## config.mk

```make
export PLATFORM = sky130hd
export DESIGN_NAME = spi_dly_master
export DESIGN_NICKNAME = d
export VERILOG_FILES = /design/src/rtl/spi_dly_pkg.sv /design/src/rtl/spi_dly_baudgen.sv /design/src/rtl/spi_dly_bitcnt.sv /design/src/rtl/spi_dly_shifter.sv /design/src/rtl/spi_dly_master.sv
export SDC_FILE = /design/constraint.sdc
export NUM_CORES = 1
export LEC_CHECK = 0
export BUFFER_PORTS_ARGS = -buffer_cell sky130_fd_sc_hd__buf_4
export CAP_MARGIN = 40
export CORE_MARGIN = 2
export CORE_UTILIZATION = 45
export CTS_BUF_LIST = sky130_fd_sc_hd__clkbuf_8
export DETAILED_ROUTE_END_ITERATION = 6
export GPL_ROUTABILITY_DRIVEN = 0
export PLACE_DENSITY_LB_ADDON = 0.12
export SETUP_SLACK_MARGIN = 0.05
export SYNTH_ARGS = -nofsm -noshare
export SYNTH_HDL_FRONTEND = slang
export SYNTH_SLANG_ARGS = --single-unit
export TNS_END_PERCENT = 30
```

## constraint.sdc

```tcl
create_clock -name clk -period 4.5 [get_ports clk]
set_input_delay 0.675 -clock clk [delete_from_list [all_inputs] [get_ports clk]]
set_output_delay 0.675 -clock clk [all_outputs]
set_load 0.02 [all_outputs]
```

## src/rtl/spi_dly_pkg.sv

```systemverilog
// Shared constants and types for the delayed-phase SPI master.
// Assumes: one local clock domain, word length fixed at elaboration.
package spi_dly_pkg;

    localparam int WORD_W_DEF    = 8;  // bits per word
    localparam int BAUD_W_DEF    = 7;  // width of the baud code
    localparam int MIN_CODE_DEF  = 3;  // codes below this collapse to the floor ratio
    localparam int FLOOR_RATIO   = 4;  // ratio used for the collapsed codes

    typedef enum logic {
        XFER_IDLE = 1'b0,
        XFER_RUN  = 1'b1
    } xfer_state_t;

endpackage

```

## src/rtl/spi_dly_baudgen.sv

```systemverilog
// Baud divider: holds the captured baud code and walks a per-bit cycle
// counter. It marks the cycle before the referenced edge (ref_tick) and the
// cycle before the bit ends (end_tick).
// Assumes: load is only asserted while run is low; ratio is at least 4.
module spi_dly_baudgen #(
    parameter int BAUD_W = spi_dly_pkg::BAUD_W_DEF
) (
    input  logic              clk,
    input  logic              rst_n,
    input  logic              load,
    input  logic [BAUD_W-1:0] baud_in,
    input  logic              run,
    output logic [BAUD_W-1:0] baud_q,
    output logic              ref_tick,
    output logic              end_tick
);
    localparam int CNT_W = BAUD_W + 1;

    logic [CNT_W-1:0] cnt;
    logic [CNT_W-1:0] ratio;
    logic [CNT_W-1:0] lead_len;

    // Divide ratio and length of the idle-level (leading) phase.
    always_comb begin
        if (baud_q < BAUD_W'(spi_dly_pkg::MIN_CODE_DEF))
            ratio = CNT_W'(spi_dly_pkg::FLOOR_RATIO);
        else
            ratio = {1'b0, baud_q} + CNT_W'(1);
        lead_len = ratio - (ratio >> 1);
    end

    assign ref_tick = run && (cnt == lead_len - CNT_W'(1));
    assign end_tick = run && (cnt == ratio - CNT_W'(1));

    // Capture the baud code when a word is accepted.
    always_ff @(posedge clk) begin
        if (!rst_n)
            baud_q <= '0;
        else if (load)
            baud_q <= baud_in;
    end

    // Per-bit cycle counter, restarted at load and at every bit end.
    always_ff @(posedge clk) begin
        if (!rst_n)
            cnt <= '0;
        else if (load || end_tick)
            cnt <= '0;
        else if (run)
            cnt <= cnt + CNT_W'(1);
    end

endmodule

```

## src/rtl/spi_dly_bitcnt.sv

```systemverilog
// Bit counter: counts completed bit periods within a word and flags the
// final one.
// Assumes: WORD_W is at least 2.
module spi_dly_bitcnt #(
    parameter int WORD_W = spi_dly_pkg::WORD_W_DEF
) (
    input  logic clk,
    input  logic rst_n,
    input  logic load,
    input  logic end_tick,
    output logic last_bit
);
    localparam int BIT_W = $clog2(WORD_W);

    logic [BIT_W-1:0] bit_idx;

    assign last_bit = (bit_idx == BIT_W'(WORD_W - 1));

    // Advance the bit index at each bit end, restart on load.
    always_ff @(posedge clk) begin
        if (!rst_n)
            bit_idx <= '0;
        else if (load)
            bit_idx <= '0;
        else if (end_tick)
            bit_idx <= last_bit ? '0 : bit_idx + BIT_W'(1);
    end

endmodule

```

## src/rtl/spi_dly_shifter.sv

```systemverilog
// Shift datapath: an MSB-first transmit register driving mosi, a receive
// register filled at referenced edges, and the output holding register.
// Assumes: sample and advance never coincide (phases are at least 2 cycles).
module spi_dly_shifter #(
    parameter int WORD_W = spi_dly_pkg::WORD_W_DEF
) (
    input  logic              clk,
    input  logic              rst_n,
    input  logic              load,
    input  logic [WORD_W-1:0] tx_in,
    input  logic              advance,
    input  logic              sample,
    input  logic              miso,
    input  logic              capture,
    output logic              mosi,
    output logic [WORD_W-1:0] rx_out
);
    logic [WORD_W-1:0] tx_sh;
    logic [WORD_W-1:0] rx_sh;

    assign mosi = tx_sh[WORD_W-1];

    // Load the transmit word, then shift it left at each bit boundary.
    always_ff @(posedge clk) begin
        if (!rst_n)
            tx_sh <= '0;
        else if (load)
            tx_sh <= tx_in;
        else if (advance)
            tx_sh <= {tx_sh[WORD_W-2:0], 1'b0};
    end

    // Gather miso at each referenced edge, first bit ending up as MSB.
    always_ff @(posedge clk) begin
        if (!rst_n)
            rx_sh <= '0;
        else if (sample)
            rx_sh <= {rx_sh[WORD_W-2:0], miso};
    end

    // Present the finished word.
    always_ff @(posedge clk) begin
        if (!rst_n)
            rx_out <= '0;
        else if (capture)
            rx_out <= rx_sh;
    end

endmodule

```

## src/rtl/spi_dly_master.sv

```systemverilog
// Delayed-phase SPI master: sequences one word per accepted start, drives
// the serial clock from the baud divider strobes and the captured polarity.
// Assumes: miso is synchronous to clk or already synchronised upstream.
module spi_dly_master #(
    parameter int WORD_W = spi_dly_pkg::WORD_W_DEF,
    parameter int BAUD_W = spi_dly_pkg::BAUD_W_DEF
) (
    input  logic              clk,
    input  logic              rst_n,
    input  logic [BAUD_W-1:0] baud_code,
    input  logic              cpol,
    input  logic              start,
    input  logic [WORD_W-1:0] tx_word,
    input  logic              miso,
    output logic              sclk,
    output logic              mosi,
    output logic              busy,
    output logic              rx_ready,
    output logic [WORD_W-1:0] rx_word
);
    import spi_dly_pkg::*;

    xfer_state_t       state;
    logic              accept;
    logic              finish;
    logic              ref_tick;
    logic              end_tick;
    logic              last_bit;
    logic              pol_q;
    logic [BAUD_W-1:0] baud_q;

    assign busy   = (state == XFER_RUN);
    assign accept = start && !busy;
    assign finish = end_tick && last_bit;

    spi_dly_baudgen #(.BAUD_W(BAUD_W)) u_baud (
        .clk      (clk),
        .rst_n    (rst_n),
        .load     (accept),
        .baud_in  (baud_code),
        .run      (busy),
        .baud_q   (baud_q),
        .ref_tick (ref_tick),
        .end_tick (end_tick)
    );

    spi_dly_bitcnt #(.WORD_W(WORD_W)) u_bits (
        .clk      (clk),
        .rst_n    (rst_n),
        .load     (accept),
        .end_tick (end_tick),
        .last_bit (last_bit)
    );

    spi_dly_shifter #(.WORD_W(WORD_W)) u_shift (
        .clk     (clk),
        .rst_n   (rst_n),
        .load    (accept),
        .tx_in   (tx_word),
        .advance (end_tick && !last_bit),
        .sample  (ref_tick),
        .miso    (miso),
        .capture (finish),
        .mosi    (mosi),
        .rx_out  (rx_word)
    );

    // Word sequencer: idle until accepted start, run until the last bit ends.
    always_ff @(posedge clk) begin
        if (!rst_n)
            state <= XFER_IDLE;
        else if (accept)
            state <= XFER_RUN;
        else if (finish)
            state <= XFER_IDLE;
    end

    // Capture the polarity with the word.
    always_ff @(posedge clk) begin
        if (!rst_n)
            pol_q <= 1'b0;
        else if (accept)
            pol_q <= cpol;
    end

    // Serial clock: idle level at start and bit ends, opposite after the referenced edge.
    always_ff @(posedge clk) begin
        if (!rst_n)
            sclk <= 1'b0;
        else if (accept)
            sclk <= cpol;
        else if (ref_tick)
            sclk <= !pol_q;
        else if (end_tick)
            sclk <= pol_q;
    end

    // Ready pulse for one cycle after the last bit.
    always_ff @(posedge clk) begin
        if (!rst_n)
            rx_ready <= 1'b0;
        else
            rx_ready <= finish;
    end

endmodule

```

======== Yosys cells after proc, flatten, opt, wreduce, memory -nomap -nowiden ========
Index checks and enable logic that the tools add are counted.
word-level totals
  flip-flop bits (word level) ............. 46
  latch bits .............................. 0
  RAM bits ................................ 0
  memory bits (read-only) ................. 0
  word-level logic and storage cells ...... 44
  memories kept ........................... 0
operators by class
  add/subtract/negate cells ............... 6
  multiply operators ...................... 0
  divide/modulo/power cells ............... 0
  order comparisons ....................... 1
  equal/unequal tests ..................... 3
  shifts and indexed selects .............. 0
  muxes and demuxes ....................... 9
  bitwise operators ....................... 1
  reductions and logical operators ........ 14
operator list
  operator               number
  $mux W8                3
  $eq A8 B8 Y1           2
  $sub A8 B1 Y8 const B  2
  $add A7 B1 Y8 const B  1
  $add A8 B1 Y8 const B  1
  $sub A8 B7 Y8          1
  $lt A7 B2 Y1 const B   1
  $logic_and A1 B1 Y1    5
  $mux W1                5
  $reduce_bool A2 Y1     2
  $reduce_or A2 Y1       2
  $add A3 B1 Y3 const B  1
  $eq A3 B3 Y1 const B   1
  $logic_not A1 Y1       3
  $mux W3                1
  $reduce_bool A3 Y1     1
  $logic_or A1 B1 Y1     1
  $not A1 Y1             1

======== Longest topological paths before layout ========
Gate-level depths: netlist (run 1).
  depth after elaboration ................. 8
  mapped depth ............................ 13
  mapped depth without buffers ............ 12

======== Cells and area by module ========
Synthesis (run 1) repeated with hierarchy kept, for this count alone.
unflattened totals
  cells, all modules ...................... 299
  area total of the unflattened synthesis .. 2861.5 um^2
modules (own cells, without submodules)
  module           instances  cells each  area an instance (um^2)  seq. area each (um^2)
  spi_dly_baudgen  1          182         1526.5                   300.3
  spi_dly_shifter  1          86          1013.5                   480.5
  spi_dly_master   1          17          173.9                    80.1
  spi_dly_bitcnt   1          14          147.6                    60.1

======== Least setup slack after synthesis (run 1) ========
OpenSTA, ideal clock, no wires.
  path kind ............................... reg2reg
  from .................................... register u_baud.baud_q[0]
  to ...................................... register u_shift.rx_sh[0]
  library setup time ...................... 0.128 ns
  arrival time ............................ 3.107 ns
  data required time ...................... 4.372 ns
  path slack .............................. 1.265 ns
  stages on the path, launching flop included .. 13
  path buffers ............................ 1
  clock period less this slack ............ 3.235 ns
  cell sequence ........................... dfxtp_1 ha_1 xor2_1 a31oi_1 fa_1 nor2b_1 o31ai_1 xnor2_1 a2111o_1 nor4_1 buf_2 mux2i_1 nor2_1
on the way
  word-level cells in the longest chain between the ends .. 6
  elaborated cells between the ends (all ways) .. 7
  classes of those cells .................. 3 x add/sub; 1 x order compare; 1 x eq/ne; 1 x mux; 1 x reduce/logical
ends and longest elaborated chain
  item                                           RTL line                                      source
  start: declaration                             spi_dly_baudgen.sv:13                         output logic [BAUD_W-1:0] baud_q,
  start signal: assignment                       spi_dly_baudgen.sv:40                         baud_q <= baud_in;
  $add A7 B1 Y8 or $lt A7 B2 Y1 (tied branches)  spi_dly_baudgen.sv:28, spi_dly_baudgen.sv:25
  $mux W8 (*)                                    spi_dly_baudgen.sv:25                         if (baud_q < BAUD_W'(spi_dly_pkg::MIN_CODE_DEF))
  $sub A8 B7 Y8 (*)                              spi_dly_baudgen.sv:29                         lead_len = ratio - (ratio >> 1);
  $sub A8 B1 Y8 (*)                              spi_dly_baudgen.sv:32                         assign ref_tick = run && (cnt == lead_len - CNT_W'(1));
  $eq A8 B8 Y1 (*)                               spi_dly_baudgen.sv:32
  $logic_and A1 B1 Y1 (*)                        spi_dly_baudgen.sv:32
  end signal: assignment                         spi_dly_shifter.sv:38                         rx_sh <= {rx_sh[WORD_W-2:0], miso};
  end: declaration                               spi_dly_shifter.sv:19                         logic [WORD_W-1:0] rx_sh;
Every way passes the cells marked *; elsewhere a longest branch is shown, timed or not.
A chain may end at the register's enable or synchronous reset.

======== Worst setup path in the final report (run 1) ========
  from .................................... register u_baud.baud_q[0]
  to ...................................... register u_shift.tx_sh[1]
on the way
  word-level cells in the longest chain between the ends .. 7
  elaborated cells between the ends (all ways) .. 8
  classes of those cells .................. 2 x add/sub; 1 x order compare; 1 x eq/ne; 1 x mux; 3 x reduce/logical
ends and longest elaborated chain
  item                                           RTL line                                      source
  $add A7 B1 Y8 or $lt A7 B2 Y1 (tied branches)  spi_dly_baudgen.sv:28, spi_dly_baudgen.sv:25
  $mux W8 (*)                                    spi_dly_baudgen.sv:25
  $sub A8 B1 Y8 (*)                              spi_dly_baudgen.sv:33                         assign end_tick = run && (cnt == ratio - CNT_W'(1));
  $eq A8 B8 Y1 (*)                               spi_dly_baudgen.sv:33
  $logic_and A1 B1 Y1 (*)                        spi_dly_baudgen.sv:33
  $logic_and A1 B1 Y1 (*)                        spi_dly_master.sv:60                          .advance (end_tick && !last_bit),
  $reduce_bool A2 Y1 (no line) (*)               -
  end signal: assignment                         spi_dly_shifter.sv:28                         tx_sh <= tx_in;
  end signal: assignment                         spi_dly_shifter.sv:30                         tx_sh <= {tx_sh[WORD_W-2:0], 1'b0};
  end: declaration                               spi_dly_shifter.sv:18                         logic [WORD_W-1:0] tx_sh;
Marked as above.

==> results of run 1 <==
critical path: stages (launching register included):
cell	delay, ns
dfxtp_1	0.37
ha_1	0.26
xor2_1	0.20
a31oi_1	0.56
ha_1	0.29
nand2b_1	0.07
a21boi_0	0.31
nor3_1	0.09
a311oi_1	0.57
nand4bb_4	0.31
o31a_1	0.47
mux2i_1	0.24
worst paths after layout:
kind | from | to | slack (ns)
setup / recovery | u_baud.baud_q[0] | u_shift.tx_sh[1] | 0.69
hold / removal | u_shift.rx_out[0] | u_shift.rx_out[0] | 0.46
setup reg to reg | u_baud.baud_q[0] | u_shift.tx_sh[1] | 0.69
hold reg to reg | u_shift.rx_out[0] | u_shift.rx_out[0] | 0.46
per-stage QoR:
step / instances / cell area [um2] / total power [W] / setup slack (ns) / hold slack, ns
after floorplan: 361 / 3010 / 0.000679 / 1.27 / 0.437
after global placement: 452 / 3270 / 0.000748 / 0.710 / 0.445
after detailed placement: 453 / 3280 / 0.000752 / 0.677 / 0.451
after CTS: 461 / 3390 / 0.00108 / 0.649 / 0.468
after global routing: 461 / 3390 / 0.00113 / 0.257 / 0.491
final: 461 / 3390 / 0.00106 / 0.689 / 0.464
where the power goes:
part,switching (W),internal [W],total [W]
Sequential,0.0000163,0.000419,0.000436
Combinational,0.000168,0.000140,0.000308
Clock,0.000148,0.000169,0.000317
Total,0.000333,0.000729,0.00106
metal layers:
| metal | part of all wire | vias up | global-route usage | routed length, um |
|---|---|---|---|---|
| met5 | 0 | - | 0 | 0 |
| met4 | 0.014 | 0 | 0.0592 | 89 |
| met3 | 0.042 | 6 | 0.0375 | 263 |
| met2 | 0.46 | 46 | 0.303 | 2870 |
| met1 | 0.49 | 1091 | 0.243 | 3050 |
| li1 | - | 1264 | - | - |
kinds of logic after synthesis:
logic type	after synthesis	share of synthesized area
buffers and inverters	35	0.0483
XOR/XNOR	35	0.117
AND/OR/NAND/NOR	150	0.244
multiplexers	24	0.0799
AO/OA/AOI/OAI	48	0.106
flip-flops	46	0.306
adder cells (fa/ha/maj)	23	0.0982
registers in the layout, indices dropped and copies added (netlist names):
name and flops:
u_baud.cnt 8, u_shift.rx_out 8, u_shift.rx_sh 8, u_shift.tx_sh 8, u_baud.baud_q 7, u_bits.bit_idx 3, busy 1, pol_q 1
rx_ready 1, sclk 1
layout by cell type (no fill, tap or decap), drive strengths merged, types with 3 or more instances in the layout:
cell type,Yosys,layout
o21ai,6,6
ha,22,22
xor2,17,17
nand3,8,8
nor2b,6,6
buf,5,33
nand2,79,79
inv,16,17
mux2i,24,24
and3,4,4
a21oi,19,19
xnor2,15,15
nand2b,6,6
and4,3,3
clkbuf,13,5
nor3,11,11
dfxtp,46,46
nor2,18,18
synthesized netlist by cell type (all sizes together), types with 8 or more instances:
cell / count / area [um2]
mux2i: 24 / 240
ha: 22 / 275
a21oi: 19 / 95.1
nand2: 79 / 297
inv: 16 / 60.1
clkbuf: 13 / 48.8
nand3: 8 / 40.0
nor3: 11 / 55.1
xnor2: 15 / 131
xor2: 17 / 149
dfxtp: 46 / 921
nor2: 18 / 67.6
cell type report:
class	count	area, um2
flip-flops and latches	46	921
repair buffers	33	248
well taps	77	96.3
clock inverters	3	48.8
inverters	17	63.8
clock buffers	5	68.8
multi-input cells	280	1950
fillers	626	3030
==> impl_metrics.yaml, run 1 <==
setup_path:
  endpoint_kind: "register"
  cp_max_fo: 8
  worstPathArrival_ns: 4.04
  crit_type: "reg -> reg"
  rr_worst_depth: 11
  cp-start-kind: "register"
  worstPathRequired_ns: 4.73
logic_synthesis:
  synthCells: 361
  yosys_warnings: 0
  synth-main-ff-cell: "dfxtp_1"
  synth.distinct_cells: 57
  ys_ff_latch: 46
  syn-num-nets: 404
  async_flop_share: 0
  avgSynthCellArea_um2: 8.33
  synth_edf_count: 0
  synth.cell_area_um2: 3010
  yosysSeqAreaShare: 0.306
drt:
  vias: 2407
  drc: 0
  vias_per_cell: 5.22
  wire_per_inst_um: 13.6
  drtIter0Drc: 96
  wirelength_um: 6270
  firstDrtPassIters: 4
  antenna_left: 0
power_and_ir_drop:
  power.density_nw_per_um2: 313
  p_leak_nw: 1.45
  irDropWorstVdd_uv: 207
global_route:
  antenna_found_initial: 0
  grt_pass1_wl_um: 11000
  grt_pass1_vias: 2353
  grt_overflow: 0
  grt_max_degree: 37
  track_usage: 0.184
die:
  start_util: 0.468
  die_x_um: 85.7
  core-area_um2: 6420
  num_io_pins: 32
  rows: 29
  dieHeight_um: 85.7
  die_area_um2: 7350
sta:
  max_freq_mhz: 262
  period_needed_ns: 3.81
  slew_violations: 0
  grt_setup_unrepaired: "false"
  setup_viol: 0
  fin_setup_tns_ns: 0
  finalCritPeriodShare: 0.847
  tightestPinTransition_ns: 0.719
  finalHoldViolations: 0
  relSlewSlack: 0.520
  skew_ns: 0.0106
run:
  max_cap_violations: 0
final_layout:
  drive_gt1_frac: 0.125
  fin_nets: 426
  diodes: 0
  syn2layout_area_growth_pct: 12.9
  final_util: 0.528
min_path:
  hold_path.class: "reg -> reg"
  whs_path_depth: 2
clocking:
  clkSlewWorstSetupHoldPaths_ns: 0.09
  cts-resized-gates: 0
  cts_max_path_buffers: 2
  cts-root-buf: "clkbuf_8"
  cts_setup_buffers: 0
  numCtsBuffers: 5
  cts-hold-fix-buffers: 0
  insertion_delay_ns: 0.30
  cts_tree: "done"
  htreeDepth: 2
  numClockSinks: 46
place:
  io_buffer_count: 31
  dp_hpwl_um: 4660
run_status:
  status: "completed"
(Power assumes the default switching activity.)
==> run 2, diff against run 1 <==
Settings changed: ABC_AREA from default to 1.
Clock period 4.5 ns to 3.2 ns, I/O delays scaled along.
==> impl_metrics.yaml, run 2 <==
run_status:
  status: "completed"
global_route:
  globalRouteMet3Util: 0.0311
  grt_pass1_wl_um: 11400
  grt_pass1_vias: 2528
  grt_most_used_layer: "met2"
  antenna_found_initial: 0
  grt_overflow: 0
  grt_use_met1: 0.264
  track_usage: 0.194
  grt_max_degree: 27
  grtUsageMet2: 0.317
sta:
  max_freq_mhz: 348
  tightestPinTransition_ns: 0.438
  fin_setup_tns_ns: 0
  grt_setup_unrepaired: "true"
  slew_violations: 0
  period_needed_ns: 2.88
  skew_ns: 0.0152
  setup_ws_ns: 0.324
  relSlewSlack: 0.706
  finalCritPeriodShare: 0.899
  finalHoldViolations: 0
  setup_viol: 0
setup_path:
  worstPathRequired_ns: 3.45
  slowest_stage: "dfxtp_1"
  max_stage_delay_ns: 0.38
  crit_type: "reg -> reg"
  critical_path_buf_inv_count: 3
  endpoint_kind: "register"
  worstPathArrival_ns: 3.12
  cp_top_family: "compound AO/OA/AOI/OAI gates"
  path_cells: "ha_1 > inv_1 > o21ai_1 > nand2_2 > ha_1 > inv_1 > a21oi_1 > nand2_1 > xor2_1 > nand2_1 > o21ai_0 > nor3_4 > buf_4 > nand4_1 > a21oi_1"
  cp_max_fo: 8
  cp-start-kind: "register"
  r2r_slack_ns: 0.32
place:
  dp_hpwl_um: 5150
  io_buffer_count: 31
  pre_cts_slack_ns: 0.246
  dpl.cell_count: 535
final_layout:
  diodes: 0
  fillers: 622
  drive_gt1_frac: 0.150
  final_cell_mix: "nand2_1, inv_1, dfxtp_1"
  final_common_cell: "nand2_1"
  fin_nets: 508
  instances_no_fill: 543
  syn2layout_area_growth_pct: 13.9
power_and_ir_drop:
  p_leak_nw: 1.64
  power.density_nw_per_um2: 443
  irDropWorstVdd_uv: 270
logic_synthesis:
  synth.cell_area_um2: 2980
  async_flop_share: 0
  synth.area.top_cells: "dfxtp_1, nand2_1, ha_1"
  yosysSeqAreaShare: 0.309
  syn-num-nets: 475
  synth_most_common_cell: "nand2_1"
  yosysTopAreaCellShare: 0.309
  synth_largest_area_cell: "dfxtp_1"
  yosys_warnings: 0
  synth_commonest_cells: "nand2_1, inv_1, dfxtp_1, nor2_1, a21oi_1"
  synthCells: 432
  synth.distinct_cells: 34
  synth_edf_count: 0
  avgSynthCellArea_um2: 6.89
  synth-main-ff-cell: "dfxtp_1"
  ys_ff_latch: 46
clocking:
  htreeDepth: 2
  clkSlewWorstSetupHoldPaths_ns: 0.10
  cts_max_path_buffers: 2
  cts_setup_buffers: 0
  numCtsBuffers: 5
  cts-hold-fix-buffers: 0
  insertion_delay_ns: 0.31
  cts_tree: "done"
  cts-root-buf: "clkbuf_8"
  numClockSinks: 46
drt:
  firstDrtPassIters: 5
  vias_per_cell: 4.99
  wire_per_inst_um: 12.3
  drtIter0Drc: 160
  drc: 0
  vias: 2707
  wirelength_um: 6660
  antenna_left: 0
die:
  num_io_pins: 32
  rows: 29
  start_util: 0.466
  die_x_um: 85.3
  die_area_um2: 7280
  dieHeight_um: 85.3
  core-area_um2: 6390
min_path:
  hold_path.class: "in -> reg"
run:
  max_cap_violations: 0
[run 2: cell type report]
class / instances / area [um2] / area share
repair buffers: 34 / 255 / 0.0752
inverters: 64 / 241 / 0.0712
clock buffers: 5 / 68.8 / 0.0203
multi-input cells: 314 / 1780 / 0.525
clock inverters: 3 / 27.5 / 0.00812
flip-flops and latches: 46 / 923 / 0.272
well taps: 77 / 96.3 / 0.0284
[run 2: timing repair]
item	4_1_cts	5_1_grt
resized for setup	0	7
setup endpoints to repair	0	16
endpoints found under the hold margin	0	0
[run 2: logic make-up after synthesis]
| family | Yosys count | share of synthesized area |
|---|---|---|
| multiplexers | 7 | 0.0235 |
| AND/OR/NAND/NOR | 203 | 0.311 |
| flip-flops | 46 | 0.309 |
| AO/OA/AOI/OAI | 67 | 0.116 |
| adder cells (fa/ha/maj) | 23 | 0.0992 |
| XOR/XNOR | 14 | 0.0437 |
| buffers and inverters | 72 | 0.0975 |
[run 2: final timing paths]
path | endpoint | from | depth (start not counted)
setup reg to reg | u_shift.rx_sh[3] | u_baud.baud_q[1] | 15
hold / removal | u_shift.tx_sh[0] | tx_word[0] | 3
hold reg to reg | u_shift.rx_out[5] | u_shift.rx_out[5] | 2
setup / recovery | u_shift.rx_sh[3] | u_baud.baud_q[1] | 15
[run 2: worst reg2reg max path, cell delays in order, from the launching register on]
cell	delay [ns]
dfxtp_1	0.38
ha_1	0.29
inv_1	0.07
o21ai_1	0.17
nand2_2	0.17
ha_1	0.35
inv_1	0.08
a21oi_1	0.18
nand2_1	0.09
xor2_1	0.16
nand2_1	0.06
o21ai_0	0.15
nor3_4	0.23
buf_4	0.20
nand4_1	0.10
a21oi_1	0.16
[run 2: report_power, final]
part           internal, W  switching [W]  leakage (nW)
clock             0.000162       0.000224        0.0467
combinational     0.000181       0.000323          1.22
sequential        0.000593      0.0000188         0.375
[run 2: per-stage QoR]
step                hold slack, ns  cell area [um2]  total power (W)   util
finish                       0.426             3390          0.00150  0.531
detailed placement           0.436             3280          0.00112  0.514
global placement             0.434             3280          0.00111  0.514
CTS                          0.420             3380          0.00150  0.529
global route                 0.454             3390          0.00161  0.531
floorplan                    0.438             2980          0.00100      -
[run 2: routing by layer]
layer	vias to the layer above	wire, um
met5	-	0
met1	1198	3280
li1	1452	-
met2	50	3050
met4	0	93
met3	7	240
==> run 3, diff against run 2 <==
--- a/config.mk
+++ b/config.mk
@@ -16,4 +16,5 @@
 export PLACE_DENSITY_LB_ADDON = 0.12
 export SETUP_SLACK_MARGIN = 0.05
+export SKIP_LAST_GASP = 1
 export SYNTH_ARGS = -nofsm -noshare
 export SYNTH_HDL_FRONTEND = slang
==> constraint.sdc (replaced) <==
create_clock -name clk -period 3.05 [get_ports clk]
set_input_delay 0.61 -clock clk [delete_from_list [all_inputs] [get_ports clk]]
set_output_delay 0.61 -clock clk [all_outputs]
set_load 0.02 [all_outputs]
==> impl_metrics.yaml, run 3 (same netlist as run 2, synthesis figures left out) <==
final_layout:
  instances_no_fill: 544
  final_common_cell: "nand2_1"
  fillers: 655
  diodes: 0
  syn2layout_area_growth_pct: 14.9
  final_cell_mix: "nand2_1, inv_1, dfxtp_1"
  multi_input_comb_area_um2: 1800
  fin_nets: 509
  final_util: 0.536
  drive_gt1_frac: 0.158
  area.sequential_um2: 925
  final_area_um2: 3420
sta:
  skew_ns: 0.0153
  slew_violations: 0
  max_freq_mhz: 353
  grt_setup_unrepaired: "true"
  finalCritPeriodShare: 0.929
  period_needed_ns: 2.83
  setup_viol: 0
  relSlewSlack: 0.650
  fin_setup_tns_ns: 0
  tightestPinTransition_ns: 0.520
  finalHoldViolations: 0
drt:
  vias_per_cell: 4.97
  firstDrtPassIters: 5
  wirelength_um: 6590
  wire_per_inst_um: 12.1
  antenna_left: 0
  drc: 0
  vias: 2704
  drtIter0Drc: 95
setup_path:
  cp_num_cells: 16
  path_cells: "nand2_1 > nand2_1 > inv_1 > nand2_2 > nand2_2 > ha_1 > fa_2 > inv_1 > a21oi_1 > o211ai_1 > nor2_1 > o21ai_1 > nor3_4 > buf_6 > nand4_1 > a21oi_1"
  r2r-end: "u_shift.rx_sh[7]"
  worstPathRequired_ns: 3.29
  r2r_start: "u_baud.baud_q[0]"
  cp-startpoint: "u_baud.baud_q[0]"
  r2r_slack_ns: 0.22
  endpoint_kind: "register"
  cp_top_family: "simple AND/OR/NAND/NOR gates"
  max_stage_delay_ns: 0.54
  worstPathArrival_ns: 3.07
  slowest_stage: "fa_2"
  critical_path_buf_inv_count: 3
  crit_type: "reg -> reg"
  endpoint: "u_shift.rx_sh[7]"
  cp-start-kind: "register"
  cp_max_fo: 8
  rr_worst_depth: 16
global_route:
  track_usage: 0.189
  antenna_found_initial: 0
  grt_max_degree: 27
  grt_overflow: 0
  grt_pass1_wl_um: 11300
  grt_pass1_vias: 2477
die:
  dieHeight_um: 85.3
  core-area_um2: 6390
  die_area_um2: 7280
  die_x_um: 85.3
  num_io_pins: 32
  start_util: 0.466
  rows: 29
clocking:
  numClockSinks: 46
  cts_max_path_buffers: 2
  cts_tree: "done"
  htreeDepth: 2
  clkSlewWorstSetupHoldPaths_ns: 0.10
  insertion_delay_ns: 0.31
  cts_setup_buffers: 0
  numCtsBuffers: 5
  cts-root-buf: "clkbuf_8"
power_and_ir_drop:
  power.density_nw_per_um2: 463
  finalPower_w: 0.00158
  p_leak_nw: 1.64
  irDropWorstVdd_uv: 248
place:
  io_buffer_count: 31
  dpl.cell_count: 536
  dp_hpwl_um: 5170
  placed_area_um2: 3290
min_path:
  hold_path.class: "reg -> reg"
run_status:
  status: "completed"
run:
  max_cap_violations: 0
==> run 3: worst min-delay path by stage <==
stage / cells past startpoint / startpoint / to
floorplan: 2 / u_shift.rx_sh[7] / u_shift.rx_sh[7]
global placement: 2 / u_shift.rx_out[1] / u_shift.rx_out[1]
global route: 2 / u_shift.rx_out[7] / u_shift.rx_out[7]
CTS: 2 / u_shift.rx_out[7] / u_shift.rx_out[7]
detailed placement: 2 / u_shift.rx_out[6] / u_shift.rx_out[6]
finish: 2 / u_shift.rx_out[5] / u_shift.rx_out[5]
==> run 3: final cells by class <==
cell class | count | share of cell area
multi-input cells | 314 | 0.525
repair buffers | 35 | 0.0779
clock inverters | 3 | 0.00805
inverters | 64 | 0.0706
clock buffers | 5 | 0.0201
well taps | 77 | 0.0282
flip-flops and latches | 46 | 0.270
==> run 3: power breakdown <==
group	leakage, nW	internal [W]	switching (W)
logic	1.22	0.000199	0.000348
clock network	0.0467	0.000170	0.000225
registers	0.375	0.000622	0.0000195
==> run 3: metrics by stage <==
step | setup WS, ns | hold WS, ns
finish | 0.218 | 0.451
floorplan | 0.265 | 0.438
detailed placement | 0.0605 | 0.439
global placement | 0.0917 | 0.433
CTS | 0.0601 | 0.458
global route | -0.00587 | 0.472
==> run 3: worst register-to-register path, cell delays in order (launching register included) <==
cell      delay [ns]
dfxtp_1         0.38
nand2_1         0.12
nand2_1         0.09
inv_1           0.04
nand2_2         0.12
nand2_2         0.12
ha_1            0.25
fa_2            0.54
inv_1           0.06
a21oi_1         0.12
o211ai_1        0.10
nor2_1          0.11
o21ai_1         0.10
nor3_4          0.21
buf_6           0.17
nand4_1         0.10
a21oi_1         0.15
==> run 3: per-layer routing <==
layer	part of all wire	global-route usage
met5	0	0
met4	0.013	0.0476
met3	0.032	0.0311
met2	0.46	0.304
met1	0.50	0.265
==> run 3: timing repair <==
action	in CTS	in global routing
resized for setup	0	13
hold buffers	0	0
endpoints found under the setup margin	0	27
